## config.mk

```make
export PLATFORM = sky130hd
export DESIGN_NAME = scsi_regfile
export DESIGN_NICKNAME = d
export VERILOG_FILES = /design/src/rtl/scsi_regfile_pkg.sv /design/src/rtl/scsi_byte_fifo.sv /design/src/rtl/scsi_xfer_counter.sv /design/src/rtl/scsi_cmd_decode.sv /design/src/rtl/scsi_regfile.sv
export SDC_FILE = /design/constraint.sdc
export NUM_CORES = 1
export LEC_CHECK = 0
export ABC_AREA = 0
export CORE_ASPECT_RATIO = 2
export CORE_UTILIZATION = 60
export DETAILED_ROUTE_END_ITERATION = 10
export DONT_BUFFER_PORTS = 1
export HOLD_SLACK_MARGIN = 0.1
export PLACE_DENSITY = 0.74
export RECOVER_POWER = 50
export SYNTH_ARGS = -nofsm -noshare
export SYNTH_HDL_FRONTEND = slang
export SYNTH_SLANG_ARGS = --single-unit
```

## constraint.sdc

```tcl
create_clock -name clk -period 5.92 [get_ports clk]
set_input_delay 0.592 -clock clk [delete_from_list [all_inputs] [get_ports clk]]
set_output_delay 0.592 -clock clk [all_outputs]
set_load 0.02 [all_outputs]
```

## src/rtl/scsi_regfile_pkg.sv

```systemverilog
package scsi_regfile_pkg;
    localparam int DATA_W = 8;
    localparam int ADDR_W = 4;

    localparam logic [ADDR_W-1:0] OFS_CNT_LO  = 4'd0;
    localparam logic [ADDR_W-1:0] OFS_CNT_MID = 4'd1;
    localparam logic [ADDR_W-1:0] OFS_FIFO    = 4'd2;
    localparam logic [ADDR_W-1:0] OFS_CMD     = 4'd3;
    localparam logic [ADDR_W-1:0] OFS_STATUS  = 4'd4;
    localparam logic [ADDR_W-1:0] OFS_INTR    = 4'd5;
    localparam logic [ADDR_W-1:0] OFS_SEQ     = 4'd6;
    localparam logic [ADDR_W-1:0] OFS_FLAGS   = 4'd7;
    localparam logic [ADDR_W-1:0] OFS_CFG1    = 4'd8;
    localparam logic [ADDR_W-1:0] OFS_CNT_HI  = 4'd9;

    typedef enum logic [6:0] {
        OP_NOP     = 7'h00,
        OP_FLUSH   = 7'h01,
        OP_BUS_RST = 7'h03
    } cmd_op_e;

    localparam int STAT_INT_BIT = 7;
    localparam int STAT_TC_BIT  = 4;
    localparam int INTR_RST_BIT = 7;
    localparam int CFG1_NOREPORT_BIT = 6;
    localparam logic [DATA_W-1:0] CFG1_RESET = 8'h07;
endpackage

```

## src/rtl/scsi_byte_fifo.sv

```systemverilog
module scsi_byte_fifo #(
    parameter int WIDTH = 8,
    parameter int DEPTH = 16
) (
    input  logic             clk,
    input  logic             rst_n,
    input  logic             clear,
    input  logic             push,
    input  logic [WIDTH-1:0] push_data,
    input  logic             pop,
    output logic [WIDTH-1:0] head,
    output logic [$clog2(DEPTH+1)-1:0] used
);
    localparam int PTR_W = $clog2(DEPTH);
    localparam int CNT_W = $clog2(DEPTH+1);
    localparam logic [CNT_W-1:0] FULL_CNT = CNT_W'(DEPTH);

    typedef struct packed {
        logic [PTR_W-1:0] wptr;
        logic [PTR_W-1:0] rptr;
        logic [CNT_W-1:0] cnt;
    } fifo_st_t;

    fifo_st_t st_d, st_q;
    logic [WIDTH-1:0] mem_q [DEPTH];
    logic do_push, do_pop;

    always_comb begin
        st_d    = st_q;
        do_push = push && (st_q.cnt != FULL_CNT) && !clear;
        do_pop  = pop && (st_q.cnt != '0) && !clear;
        if (clear) begin
            st_d = '0;
        end else begin
            if (do_push) st_d.wptr = (st_q.wptr == PTR_W'(DEPTH-1)) ? '0 : st_q.wptr + 1'b1;
            if (do_pop)  st_d.rptr = (st_q.rptr == PTR_W'(DEPTH-1)) ? '0 : st_q.rptr + 1'b1;
            case ({do_push, do_pop})
                2'b10:   st_d.cnt = st_q.cnt + 1'b1;
                2'b01:   st_d.cnt = st_q.cnt - 1'b1;
                default: st_d.cnt = st_q.cnt;
            endcase
        end
    end

    always_ff @(posedge clk or negedge rst_n) begin
        if (!rst_n) st_q <= '0;
        else        st_q <= st_d;
    end

    always_ff @(posedge clk) begin
        if (do_push) mem_q[st_q.wptr] <= push_data;
    end

    assign head = (st_q.cnt == '0) ? '0 : mem_q[st_q.rptr];
    assign used = st_q.cnt;

    assert_fifo_bound_R10: assert property (@(posedge clk) disable iff (!rst_n)
        used <= FULL_CNT);
    assert_full_push_R10: assert property (@(posedge clk) disable iff (!rst_n)
        (used == FULL_CNT && push && !pop && !clear) |=> used == FULL_CNT);
    assert_empty_pop_R10: assert property (@(posedge clk) disable iff (!rst_n)
        (used == '0 && pop && !push) |=> used == '0);
    assert_flush_R11: assert property (@(posedge clk) disable iff (!rst_n)
        clear |=> used == '0);
endmodule

```

## src/rtl/scsi_xfer_counter.sv

```systemverilog
module scsi_xfer_counter #(
    parameter int CNT_W     = 24,
    parameter int ZERO_BITS = 16
) (
    input  logic             clk,
    input  logic             rst_n,
    input  logic             load,
    input  logic [CNT_W-1:0] load_val,
    input  logic             step,
    output logic [CNT_W-1:0] count,
    output logic             hit_zero
);
    localparam logic [CNT_W-1:0] ZERO_LOAD = CNT_W'(1) << ZERO_BITS;

    typedef struct packed {
        logic [CNT_W-1:0] cnt;
    } cnt_st_t;

    cnt_st_t st_d, st_q;

    always_comb begin
        st_d = st_q;
        if (load)
            st_d.cnt = (load_val == '0) ? ZERO_LOAD : load_val;
        else if (step && st_q.cnt != '0)
            st_d.cnt = st_q.cnt - 1'b1;
        hit_zero = (st_q.cnt != '0) && (st_d.cnt == '0);
    end

    always_ff @(posedge clk or negedge rst_n) begin
        if (!rst_n) st_q <= '0;
        else        st_q <= st_d;
    end

    assign count = st_q.cnt;

    assert_zero_reload_R3: assert property (@(posedge clk) disable iff (!rst_n)
        (load && load_val == '0) |=> count == ZERO_LOAD);
    assert_step_down_R4: assert property (@(posedge clk) disable iff (!rst_n)
        (!load && step && count != '0) |=> count == $past(count) - 1'b1);
    assert_floor_R4: assert property (@(posedge clk) disable iff (!rst_n)
        (!load && count == '0) |=> count == '0);
endmodule

```

## src/rtl/scsi_cmd_decode.sv

```systemverilog
module scsi_cmd_decode
    import scsi_regfile_pkg::*;
(
    input  logic              issue,
    input  logic [DATA_W-1:0] cmd_byte,
    output logic              dma_reload,
    output logic              flush,
    output logic              bus_reset
);
    cmd_op_e op;

    always_comb begin
        op         = cmd_op_e'(cmd_byte[6:0]);
        dma_reload = issue && cmd_byte[7];
        flush      = issue && (op == OP_FLUSH);
        bus_reset  = issue && (op == OP_BUS_RST);
    end
endmodule

```

## src/rtl/scsi_regfile.sv

```systemverilog
module scsi_regfile
    import scsi_regfile_pkg::*;
#(
    parameter int                CNT_W      = 24,
    parameter int                ZERO_BITS  = 16,
    parameter int                FIFO_DEPTH = 16,
    parameter logic [DATA_W-1:0] CHIP_ID    = 8'hA2
) (
    input  logic              clk,
    input  logic              rst_n,
    input  logic              bus_sel,
    input  logic              bus_we,
    input  logic [ADDR_W-1:0] bus_addr,
    input  logic [DATA_W-1:0] bus_wdata,
    output logic [DATA_W-1:0] bus_rdata,
    input  logic              phase_we,
    input  logic [2:0]        phase_in,
    input  logic              seq_we,
    input  logic [2:0]        seq_in,
    input  logic [DATA_W-1:0] cause_set,
    input  logic              cnt_step,
    output logic              irq_o
);
    localparam int FCNT_W = $clog2(FIFO_DEPTH+1);
    localparam logic [DATA_W-1:0] FLAG_MASK = 8'h1F;

    typedef struct packed {
        logic [CNT_W-1:0]  start;
        logic              hi_written;
        logic [DATA_W-1:0] cmd;
        logic              st_int;
        logic              st_tc;
        logic [2:0]        phase;
        logic [2:0]        seq;
        logic [DATA_W-1:0] intr;
        logic [DATA_W-1:0] cfg1;
        logic              irq;
    } regs_t;

    regs_t r_d, r_q;

    logic wr, rd, cmd_issue, intr_read;
    logic dma_reload, flush, bus_reset;
    logic [CNT_W-1:0] live_cnt;
    logic hit_zero;
    logic [DATA_W-1:0] fifo_head;
    logic [FCNT_W-1:0] fifo_used;
    logic [DATA_W-1:0] new_causes;
    logic [DATA_W-1:0] status_val;

    assign wr        = bus_sel && bus_we;
    assign rd        = bus_sel && !bus_we;
    assign cmd_issue = wr && (bus_addr == OFS_CMD);
    assign intr_read = rd && (bus_addr == OFS_INTR);

    scsi_cmd_decode u_dec (
        .issue      (cmd_issue),
        .cmd_byte   (bus_wdata),
        .dma_reload (dma_reload),
        .flush      (flush),
        .bus_reset  (bus_reset)
    );

    scsi_xfer_counter #(
        .CNT_W     (CNT_W),
        .ZERO_BITS (ZERO_BITS)
    ) u_cnt (
        .clk      (clk),
        .rst_n    (rst_n),
        .load     (dma_reload),
        .load_val (r_q.start),
        .step     (cnt_step),
        .count    (live_cnt),
        .hit_zero (hit_zero)
    );

    scsi_byte_fifo #(
        .WIDTH (DATA_W),
        .DEPTH (FIFO_DEPTH)
    ) u_fifo (
        .clk       (clk),
        .rst_n     (rst_n),
        .clear     (flush),
        .push      (wr && (bus_addr == OFS_FIFO)),
        .push_data (bus_wdata),
        .pop       (rd && (bus_addr == OFS_FIFO)),
        .head      (fifo_head),
        .used      (fifo_used)
    );

    always_comb begin
        r_d = r_q;
        new_causes = cause_set;
        if (bus_reset && !r_q.cfg1[CFG1_NOREPORT_BIT])
            new_causes[INTR_RST_BIT] = 1'b1;

        if (wr) begin
            case (bus_addr)
                OFS_CNT_LO:  r_d.start[7:0]   = bus_wdata;
                OFS_CNT_MID: r_d.start[15:8]  = bus_wdata;
                OFS_CNT_HI: begin
                    r_d.start[23:16] = bus_wdata;
                    r_d.hi_written   = 1'b1;
                end
                OFS_CMD:     r_d.cmd  = bus_wdata;
                OFS_CFG1:    r_d.cfg1 = bus_wdata;
                default: ;
            endcase
        end

        if (wr && bus_addr == OFS_CNT_LO) r_d.st_tc = 1'b0;
        if (hit_zero)                     r_d.st_tc = 1'b1;

        if (phase_we) r_d.phase = phase_in;
        if (seq_we)   r_d.seq   = seq_in;

        if (intr_read) begin
            r_d.intr   = '0;
            r_d.st_int = 1'b0;
        end
        r_d.intr = r_d.intr | new_causes;
        if (new_causes != '0) r_d.st_int = 1'b1;

        r_d.irq = r_d.st_int;
    end

    always_ff @(posedge clk or negedge rst_n) begin
        if (!rst_n) begin
            r_q      <= '0;
            r_q.cfg1 <= CFG1_RESET;
        end else begin
            r_q <= r_d;
        end
    end

    always_comb begin
        status_val = '0;
        status_val[STAT_INT_BIT] = r_q.st_int;
        status_val[STAT_TC_BIT]  = r_q.st_tc;
        status_val[2:0]          = r_q.phase;
        bus_rdata = '0;
        if (rd) begin
            case (bus_addr)
                OFS_CNT_LO:  bus_rdata = live_cnt[7:0];
                OFS_CNT_MID: bus_rdata = live_cnt[15:8];
                OFS_CNT_HI:  bus_rdata = r_q.hi_written ? live_cnt[23:16] : CHIP_ID;
                OFS_FIFO:    bus_rdata = fifo_head;
                OFS_CMD:     bus_rdata = r_q.cmd;
                OFS_STATUS:  bus_rdata = status_val;
                OFS_INTR:    bus_rdata = r_q.intr;
                OFS_SEQ:     bus_rdata = {5'b0, r_q.seq};
                OFS_FLAGS:   bus_rdata = DATA_W'(fifo_used) & FLAG_MASK;
                OFS_CFG1:    bus_rdata = r_q.cfg1;
                default:     bus_rdata = '0;
            endcase
        end
    end

    assign irq_o = r_q.irq;

    assert_irq_level_R7: assert property (@(posedge clk) disable iff (!rst_n)
        irq_o == r_q.st_int);
    assert_cause_raise_R7: assert property (@(posedge clk) disable iff (!rst_n)
        (cause_set != '0) |=> irq_o);
    assert_intr_clear_R6: assert property (@(posedge clk) disable iff (!rst_n)
        (intr_read && cause_set == '0 && !bus_reset) |=> (r_q.intr == '0) && !irq_o);
    assert_keep_bits_R6: assert property (@(posedge clk) disable iff (!rst_n)
        (intr_read && !phase_we && !cnt_step && !dma_reload && !wr) |=>
            (r_q.st_tc == $past(r_q.st_tc)) && (r_q.phase == $past(r_q.phase)));
    assert_tc_edge_R4: assert property (@(posedge clk) disable iff (!rst_n)
        $rose(r_q.st_tc) |-> (live_cnt == '0) && ($past(live_cnt) != '0));
    assert_rst_mask_R12: assert property (@(posedge clk) disable iff (!rst_n)
        (bus_reset && r_q.cfg1[CFG1_NOREPORT_BIT] && cause_set == '0 && !intr_read)
            |=> r_q.intr[INTR_RST_BIT] == $past(r_q.intr[INTR_RST_BIT]));
    assert_no_reload_R13: assert property (@(posedge clk) disable iff (!rst_n)
        (cmd_issue && !bus_wdata[7] && !cnt_step) |=> live_cnt == $past(live_cnt));
endmodule

```

==> impl_summary.log, run 1 <==
INFO  metric post-cts-setup-buffers = 0
INFO  metric maxCapViolCount = 0
INFO  metric detail_route.vias_per_cell = 6.867
INFO  metric result_of_the_run = completed
INFO  metric static-leakage-power = 3.943 nW
INFO  metric max-slew-margin-rel = 0.2129
INFO  metric grt_antenna_before_repair = 0
INFO  metric synthesized_area_fraction_occupied_by_adder_cells = 0.01421
INFO  metric power.net_switching = 1.220 mW
INFO  metric ir_worst_vdd = 0.3315 mV
INFO  metric post_cts_resize_count = 0
INFO  metric swShare = 0.2963
INFO  metric die_h = 186.5 um
INFO  metric post_cts_hold_buffer_count = 2
INFO  metric final.setup.tns = 0 ns
INFO  metric initial_core_util = 0.6121
INFO  metric worst-slew-pin-transition = 1.172 ns
INFO  metric grt_util_all_layers = 0.3367
INFO  metric design.final.nets = 768
INFO  metric grt_pass1_vias = 6987
INFO  metric clock.fmax = 0.2829 GHz
INFO  metric cts_root_buf = sky130_fd_sc_hd__clkbuf_16
INFO  metric p_int = 2.898 mW
INFO  metric synth_xor_xnor_area_share = 0.01372
INFO  metric main_combinational_cell_family_by_area_after_synthesis = multiplexers
INFO  metric placementRows = 67
INFO  metric min_period_over_period = 0.5970
INFO  metric first_pass_grt_wire_length = 42010 um
INFO  metric worstPathBufferInverterCount = 1
INFO  metric compound_gate_fraction_of_synth_area = 0.08761
INFO  metric crit_chain = buf_4 -> mux4_2 -> mux4_2 -> nand2_1 -> a31oi_1
INFO  metric number_of_placed_i_o_pins = 42
INFO  metric worst_setup_path_end_kind = primary output
INFO  metric drt_drc_violations_left = 0
INFO  metric routedWlPerCell = 29.56 um
INFO  metric num_antenna_cells = 0
INFO  metric netlist_instances = 733
INFO  metric die_x = 94.25 um
INFO  metric syn-num-nets = 777
INFO  metric grt_setup_unrepaired = no
INFO  metric synth_top_cells_by_area = sky130_fd_sc_hd__edfxtp_1 (38%), sky130_fd_sc_hd__dfrtp_1 (22%), sky130_fd_sc_hd__mux4_2 (9.0%), sky130_fd_sc_hd__mux2_2 (5.1%), sky130_fd_sc_hd__nand2_1 (1.7%)
INFO  metric die_area = 17580 um2
INFO  metric detailedPlacementHpwl = 20010 um
INFO  metric route.antenna.remaining_nets = 0
INFO  metric whs = 0.1860 ns
INFO  metric clock_sink_count = 222
INFO  metric drt-total-wl = 27880 um
INFO  metric critical_path_class = reg2out
INFO  metric hold_violations = 0
INFO  metric portBuffers = 0
INFO  metric number_of_endpoints_failing_setup_at_the_final_stage = 0
INFO  metric synth.top_cell.area_share = 0.3764
INFO  metric critical-path-max-stage-delay = 0.66 ns
INFO  metric synth-async-reset-ratio = 0.4234
INFO  metric final_period_minus_worst_setup_slack = 3.534 ns
INFO  metric htreeDepth = 1
INFO  metric critical_path.max_fanout = 37
INFO  metric syn2layout_area_growth = 8.124%
INFO  metric worstPathArrival = 2.94 ns
INFO  metric power.combinational.fraction = 0.204
INFO  metric postPlaceCellArea = 10350 um2
INFO  metric synth.distinct_cells = 76
INFO  metric max-clock-path-buffers = 3
INFO  metric drt-pass1-iter-count = 5
INFO  metric cellPowerDensity = 373.0 nW/um2
INFO  metric cts_made_buffers = 21
INFO  metric ys.warnings.count = 0
INFO  metric first_iter_violations = 390
INFO  metric grt_use_met3 = 0.04645
INFO  metric power_frac_clock = 0.316
INFO  metric maxSlewViolCount = 0
INFO  metric hp-class = in2reg
INFO  metric gp_congestion = 1.010
INFO  metric element_type_at_the_critical_path_start = flop
INFO  metric timing.critical_path.mode_cell = sky130_fd_sc_hd__mux4_2
INFO  metric timing.critical_path.slowest_stage_cell = sky130_fd_sc_hd__mux4_2
INFO  metric synth_sequential_area_ratio = 0.6072
INFO  metric floorplan.core_area = 16680 um2
INFO  metric groute.layer.met1.usage = 0.3400
INFO  metric synth-simple-area-share = 0.1075
INFO  metric cell_with_the_most_instances_after_synthesis = sky130_fd_sc_hd__edfxtp_1
INFO  metric synthTopCellsByCount = sky130_fd_sc_hd__edfxtp_1 (128), sky130_fd_sc_hd__dfrtp_1 (91), sky130_fd_sc_hd__mux2_2 (46), sky130_fd_sc_hd__nand2_1 (45), sky130_fd_sc_hd__mux4_2 (41)
INFO  metric muxShareOfSynthArea = 0.1461
INFO  metric timing.critical_path.max_delay_family = multiplexers
INFO  metric grt_remaining_overflow = 0
INFO  metric detailroute.via_count = 6476
INFO  metric grt_start_max_net_pins = 95
INFO  metric synth-main-ff-cell = sky130_fd_sc_hd__edfxtp_1
INFO  metric synth_area_leader_cell = sky130_fd_sc_hd__edfxtp_1
INFO  metric cts.reportedPaths.clkPinSlew = 0.07 ns
INFO  metric share_of_cells_above_drive_strength_1 = 0.2011
INFO  metric finClkSkew = 0.01234 ns
INFO  metric clkLatencyLatePin = 0.50 ns
INFO  metric synth_seq_cells = 222
INFO  metric grt_met2_use = 0.6034
INFO  metric final_cell_area = 11040 um2
INFO  metric grt.busiest_layer = met2
INFO  metric power.sequential.fraction = 0.480
INFO  metric clock_tree_from_tritoncts = built
INFO  metric post_synth_instance_area = 10210 um2
INFO  metric synth-edff-count = 128
INFO  metric crit_required = 5.33 ns
INFO  metric syn-mean-instance-area = 13.93 um2
metal layers:
layer,share of wire,vias up
li1,-,2828
met1,0.31,3282
met2,0.55,267
met3,0.047,99
met4,0.086,0
met5,0,-
layout make-up:
type,count,area [um2]
inverters,19,71.32
well taps,207,259.0
fillers,1167,5642
clock buffers,22,529.3
flip-flops and latches,222,6201
clock inverters,13,122.6
repair buffers,8,82.58
multi-input cells,452,3775
final timing paths:
kind / startpoint / endpoint / slack (ns) / cells past startpoint
worst max-delay path: u_fifo.st_q[5]$_DFFE_PN0P_ / bus_rdata[1] / 2.39 / 5
worst min-delay path: bus_wdata[0] / u_fifo.mem_q[5][0]$_DFFE_PP_ / 0.19 / 0
worst max register to register: u_cnt.count[0]$_DFF_PN0_ / r_q[23]$_DFFE_PN0P_ / 2.59 / 9
worst min register to register: r_q[10]$_DFF_PN0_ / r_q[10]$_DFF_PN0_ / 0.48 / 1
max in group asynchronous: rst_n / r_q[3]$_DFFE_PN1P_ / 4.84 / 2
min in group asynchronous: rst_n / u_fifo.used[0]$_DFFE_PN0P_ / 0.67 / 2
worst reg2reg max path, delay by kind of cell, from the launching register on:
family / cells / cell delay, ns
buffers and inverters: 1 / 0.26
adder cells (fa/ha/maj): 1 / 0.30
AND/OR/NAND/NOR: 4 / 1.29
AO/OA/AOI/OAI: 3 / 0.98
flip-flops: 1 / 0.40
kinds of logic after synthesis:
group / count (synthesis)
flip-flops: 222
AND/OR/NAND/NOR: 204
AO/OA/AOI/OAI: 129
multiplexers: 92
buffers and inverters: 59
XOR/XNOR: 16
adder cells (fa/ha/maj): 11
cells in the final DEF (no fill, tap or decap), types with 3 or more instances in the layout:
cell type	count
sky130_fd_sc_hd__nor2_1	40
sky130_fd_sc_hd__mux4_2	41
sky130_fd_sc_hd__ha_1	10
sky130_fd_sc_hd__nor3_1	17
sky130_fd_sc_hd__nor2b_1	6
sky130_fd_sc_hd__edfxtp_1	128
sky130_fd_sc_hd__dfstp_2	3
sky130_fd_sc_hd__or4_1	7
sky130_fd_sc_hd__clkbuf_16	21
sky130_fd_sc_hd__nand4_1	6
sky130_fd_sc_hd__a22oi_1	3
sky130_fd_sc_hd__a221oi_1	6
sky130_fd_sc_hd__nand2b_1	3
sky130_fd_sc_hd__xor2_1	7
sky130_fd_sc_hd__a211oi_1	6
sky130_fd_sc_hd__buf_4	6
sky130_fd_sc_hd__o211ai_1	4
sky130_fd_sc_hd__a21o_1	13
sky130_fd_sc_hd__inv_1	18
sky130_fd_sc_hd__nand2_1	45
sky130_fd_sc_hd__nor4_1	16
sky130_fd_sc_hd__a21oi_1	25
sky130_fd_sc_hd__dfrtp_1	90
sky130_fd_sc_hd__a31oi_1	12
sky130_fd_sc_hd__nor3b_1	4
sky130_fd_sc_hd__clkinv_1	3
sky130_fd_sc_hd__mux2i_1	5
sky130_fd_sc_hd__xnor2_1	9
sky130_fd_sc_hd__nand3_1	13
sky130_fd_sc_hd__o22ai_1	3
sky130_fd_sc_hd__mux2_2	46
sky130_fd_sc_hd__clkinv_2	4
sky130_fd_sc_hd__o31ai_1	5
sky130_fd_sc_hd__o21ai_0	23
sky130_fd_sc_hd__and2_1	11
sky130_fd_sc_hd__o21ai_1	3
sky130_fd_sc_hd__or3_1	8
sky130_fd_sc_hd__and3_1	9
sky130_fd_sc_hd__or4_4	3
power by group through the flow:
stage | Sequential, mW | Clock [mW] | Combinational [mW]
floorplan | 1.91 | 0 | 0.638
global placement | 1.98 | 0 | 0.792
detailed placement | 1.99 | 0 | 0.813
CTS | 1.96 | 1.32 | 0.838
global route | 1.99 | 1.38 | 0.899
finish | 1.98 | 1.30 | 0.840
metrics by stage:
stage                     cells  power [mW]  utilization  setup WS (ns)
after global placement      906       2.775       0.6205          2.406
after detailed placement    906       2.808       0.6205          2.286
after global routing        943       4.264       0.6618          2.248
after floorplan             733       2.546            -          2.416
final                       943       4.118       0.6618          2.386
after CTS                   943       4.119       0.6618          2.331
state kept, by name, summed over array words and instances, names as in the netlist:
signal and flops:
u_cnt.count 24, u_fifo.used 5, irq_o 1, u_fifo.mem_q 128, r_q 56, u_fifo.st_q 8
No activity file was read; power rests on OpenSTA's default activity.
==> run 2: changes to the inputs <==
--- a/config.mk
+++ b/config.mk
@@ -7,11 +7,11 @@
 export LEC_CHECK = 0
 export ABC_AREA = 0
 export CORE_ASPECT_RATIO = 2
-export CORE_UTILIZATION = 60
+export CORE_UTILIZATION = 57
 export DETAILED_ROUTE_END_ITERATION = 10
 export DONT_BUFFER_PORTS = 1
 export HOLD_SLACK_MARGIN = 0.1
-export PLACE_DENSITY = 0.74
+export PLACE_DENSITY = 0.73
 export RECOVER_POWER = 50
 export SYNTH_ARGS = -nofsm -noshare
 export SYNTH_HDL_FRONTEND = slang
==> constraint.sdc (replaced) <==
create_clock -name clk -period 2.9 [get_ports clk]
set_input_delay 0.29 -clock clk [delete_from_list [all_inputs] [get_ports clk]]
set_output_delay 0.29 -clock clk [all_outputs]
set_load 0.02 [all_outputs]
==> run 2 against run 1 <==
  * The flow now finishes with violations (capacitance limit, slew limit, setup timing)
  * Sequential power is 97% higher
  * Flip-flop and latch count stayed put
  * Setup slack worse by 2.4 ns
  * Combinational power grew to 2.9 times the previous value
==> impl_summary.log, run 2 (same netlist as run 1, synthesis figures left out) <==
INFO  metric final_cell_area = 12210 um2
INFO  metric worst-slew-pin-transition = 2.174 ns
INFO  metric timing.critical_path.max_delay_family = multiplexers
INFO  metric syn2layout_area_growth = 19.54%
INFO  metric finClkSkew = 0.01471 ns
INFO  metric grt_remaining_overflow = 0
INFO  metric ff2ff_setup_slack = -0.02 ns
INFO  metric detailroute.via_count = 6995
INFO  metric grt_setup_unrepaired = yes
INFO  metric drt-total-wl = 30800 um
INFO  metric drt_drc_violations_left = 0
INFO  metric dp_cells = 983
INFO  metric max-clock-path-buffers = 3
INFO  metric design.final.nets = 876
INFO  metric htreeDepth = 1
INFO  metric hp-class = in2reg
INFO  metric drt-pass1-iter-count = 5
INFO  metric grt_pass1_vias = 7461
INFO  metric cts.reportedPaths.clkPinSlew = 0.07 ns
INFO  metric cts_root_buf = sky130_fd_sc_hd__clkbuf_16
INFO  metric postPlaceCellArea = 10950 um2
INFO  metric num_antenna_cells = 0
INFO  metric timing.critical_path.slowest_stage_cell = sky130_fd_sc_hd__mux4_2
INFO  metric critical_path.max_fanout = 18
INFO  metric result_of_the_run = complete, but fails checks
INFO  metric grt_start_max_net_pins = 95
INFO  metric die_x = 96.64 um
INFO  metric element_type_at_the_critical_path_start = flop
INFO  metric clock.fmax = 0.3391 GHz
INFO  metric critical-path-max-stage-delay = 0.54 ns
INFO  metric clkLatencyLatePin = 0.51 ns
INFO  metric max-slew-margin-rel = -0.4492
INFO  metric clock_sink_count = 222
INFO  metric num-fill-cells = 1161
INFO  metric route.antenna.remaining_nets = 0
INFO  metric detail_route.vias_per_cell = 6.624
INFO  metric placementRows = 68
INFO  metric worstPathArrival = 2.66 ns
INFO  metric min_period_over_period = 1.017
INFO  metric clock_tree_from_tritoncts = built
INFO  metric whs = 0.1380 ns
INFO  metric maxSlewViolCount = 95
INFO  metric grt_antenna_before_repair = 1
INFO  metric failed_checks = capacitance limit, slew limit, setup timing
INFO  metric routedWlPerCell = 29.17 um
INFO  metric initial_core_util = 0.5883
INFO  metric worst_setup_path_end_kind = primary output
INFO  metric portBuffers = 0
INFO  metric crit_chain = bufbuf_16 -> mux4_2 -> mux4_2 -> nand2_1 -> a21oi_1 -> buf_4
INFO  metric final_period_minus_worst_setup_slack = 2.949 ns
INFO  metric cellPowerDensity = 767.2 nW/um2
INFO  metric detailedPlacementHpwl = 20680 um
INFO  metric hold_violations = 0
INFO  metric timing.critical_path.mode_cell = sky130_fd_sc_hd__mux4_2
INFO  metric floorplan.core_area = 17360 um2
INFO  metric critical_path_class = reg2out
INFO  metric ir_worst_vdd = 0.6375 mV
INFO  metric share_of_cells_above_drive_strength_1 = 0.2884
INFO  metric final_cell_mix = sky130_fd_sc_hd__edfxtp_1 (128), sky130_fd_sc_hd__dfrtp_1 (90), sky130_fd_sc_hd__buf_4 (78)
INFO  metric gp_congestion = 0.9875
INFO  metric p_total = 9.364 mW
INFO  metric worstPathBufferInverterCount = 2
INFO  metric maxCapViolCount = 1
INFO  metric largest_register_ffs = 128
INFO  metric number_of_endpoints_failing_setup_at_the_final_stage = 2
INFO  metric number_of_placed_i_o_pins = 42
INFO  metric die_h = 191.3 um
INFO  metric largest_register = u_fifo.mem_q
INFO  metric grt_util_all_layers = 0.3417
INFO  metric finish.cell_count_without_fillers = 1056
INFO  metric static-leakage-power = 4.534 nW
INFO  metric cts_made_buffers = 20
INFO  metric first_pass_grt_wire_length = 45950 um
INFO  metric crit_required = 2.61 ns
INFO  metric die_area = 18490 um2
INFO  metric final_common_cell = sky130_fd_sc_hd__edfxtp_1
INFO  metric first_iter_violations = 535
INFO  metric postLayoutSetupSlackWorst = -0.04885 ns
==> run 2: cell type report <==
type | instances | area (um2) | share of cell area
inverter | 19 | 71.32 | 0.005843
sequential | 222 | 6201 | 0.5080
clock buffer | 22 | 529.3 | 0.04336
multi-input combinational | 452 | 3900 | 0.3195
tap | 210 | 262.8 | 0.02153
clock inverter | 14 | 230.2 | 0.01886
timing repair buffer | 117 | 1012 | 0.08292
==> run 2: per-layer routing <==
metal | track usage | vias to the layer above | part of all wire
met5 | 0 | - | 0.00042
met4 | 0.2308 | 2 | 0.077
met1 | 0.3374 | 3537 | 0.31
met3 | 0.04424 | 89 | 0.046
met2 | 0.6525 | 313 | 0.56
li1 | - | 3054 | -
==> run 2: repair_timing <==
| item | CTS | global route |
|---|---|---|
| hold buffers | 32 | 0 |
| gates cloned | 1 | 0 |
| setup endpoints to repair | 9 | 10 |
| pin swaps | 4 | 3 |
| setup buffers | 0 | 4 |
| hold endpoints to repair | 277 | 0 |
| gates resized for setup | 8 | 16 |
==> run 2: where the power goes <==
part	leakage (nW)	internal (mW)	switching, mW
combinational	1.89	1.14	1.27
clock	0.361	1.86	1.18
sequential	2.28	3.64	0.269
total	4.53	6.65	2.72
==> run 2: metrics by stage <==
stage | util | worst slack, ns | setup TNS [ns]
after global placement | 0.6311 | -0.2165 | -0.2165
after detailed placement | 0.6311 | -0.1796 | -0.1796
final | 0.7033 | -0.04885 | -0.06698
after floorplan | - | 0.02215 | 0
after global routing | 0.7033 | -0.1230 | -0.3286
after CTS | 0.6977 | -0.03704 | -0.1023
==> run 2: final timing paths <==
path,end,cells after the start,start
setup / recovery,bus_rdata[4],6,u_fifo.st_q[5]$_DFFE_PN0P_
hold / removal,u_fifo.used[3]$_DFFE_PN0P_,3,bus_wdata[1]
setup reg to reg,r_q[23]$_DFFE_PN0P_,8,u_cnt.count[4]$_DFF_PN0_
hold reg to reg,r_q[10]$_DFF_PN0_,1,r_q[10]$_DFF_PN0_
max in group asynchronous,u_fifo.st_q[5]$_DFFE_PN0P_,2,rst_n
min in group asynchronous,u_cnt.count[23]$_DFF_PN0_,2,rst_n
==> run 2: worst register-to-register path, cell delays in order, from the launching register on <==
cell,delay (ns)
sky130_fd_sc_hd__dfrtp_1,0.38
sky130_fd_sc_hd__or4_4,0.60
sky130_fd_sc_hd__or3_4,0.43
sky130_fd_sc_hd__buf_6,0.15
sky130_fd_sc_hd__o211ai_2,0.15
sky130_fd_sc_hd__xor2_1,0.19
sky130_fd_sc_hd__o21ai_1,0.10
sky130_fd_sc_hd__or4_4,0.56
sky130_fd_sc_hd__o41ai_2,0.28
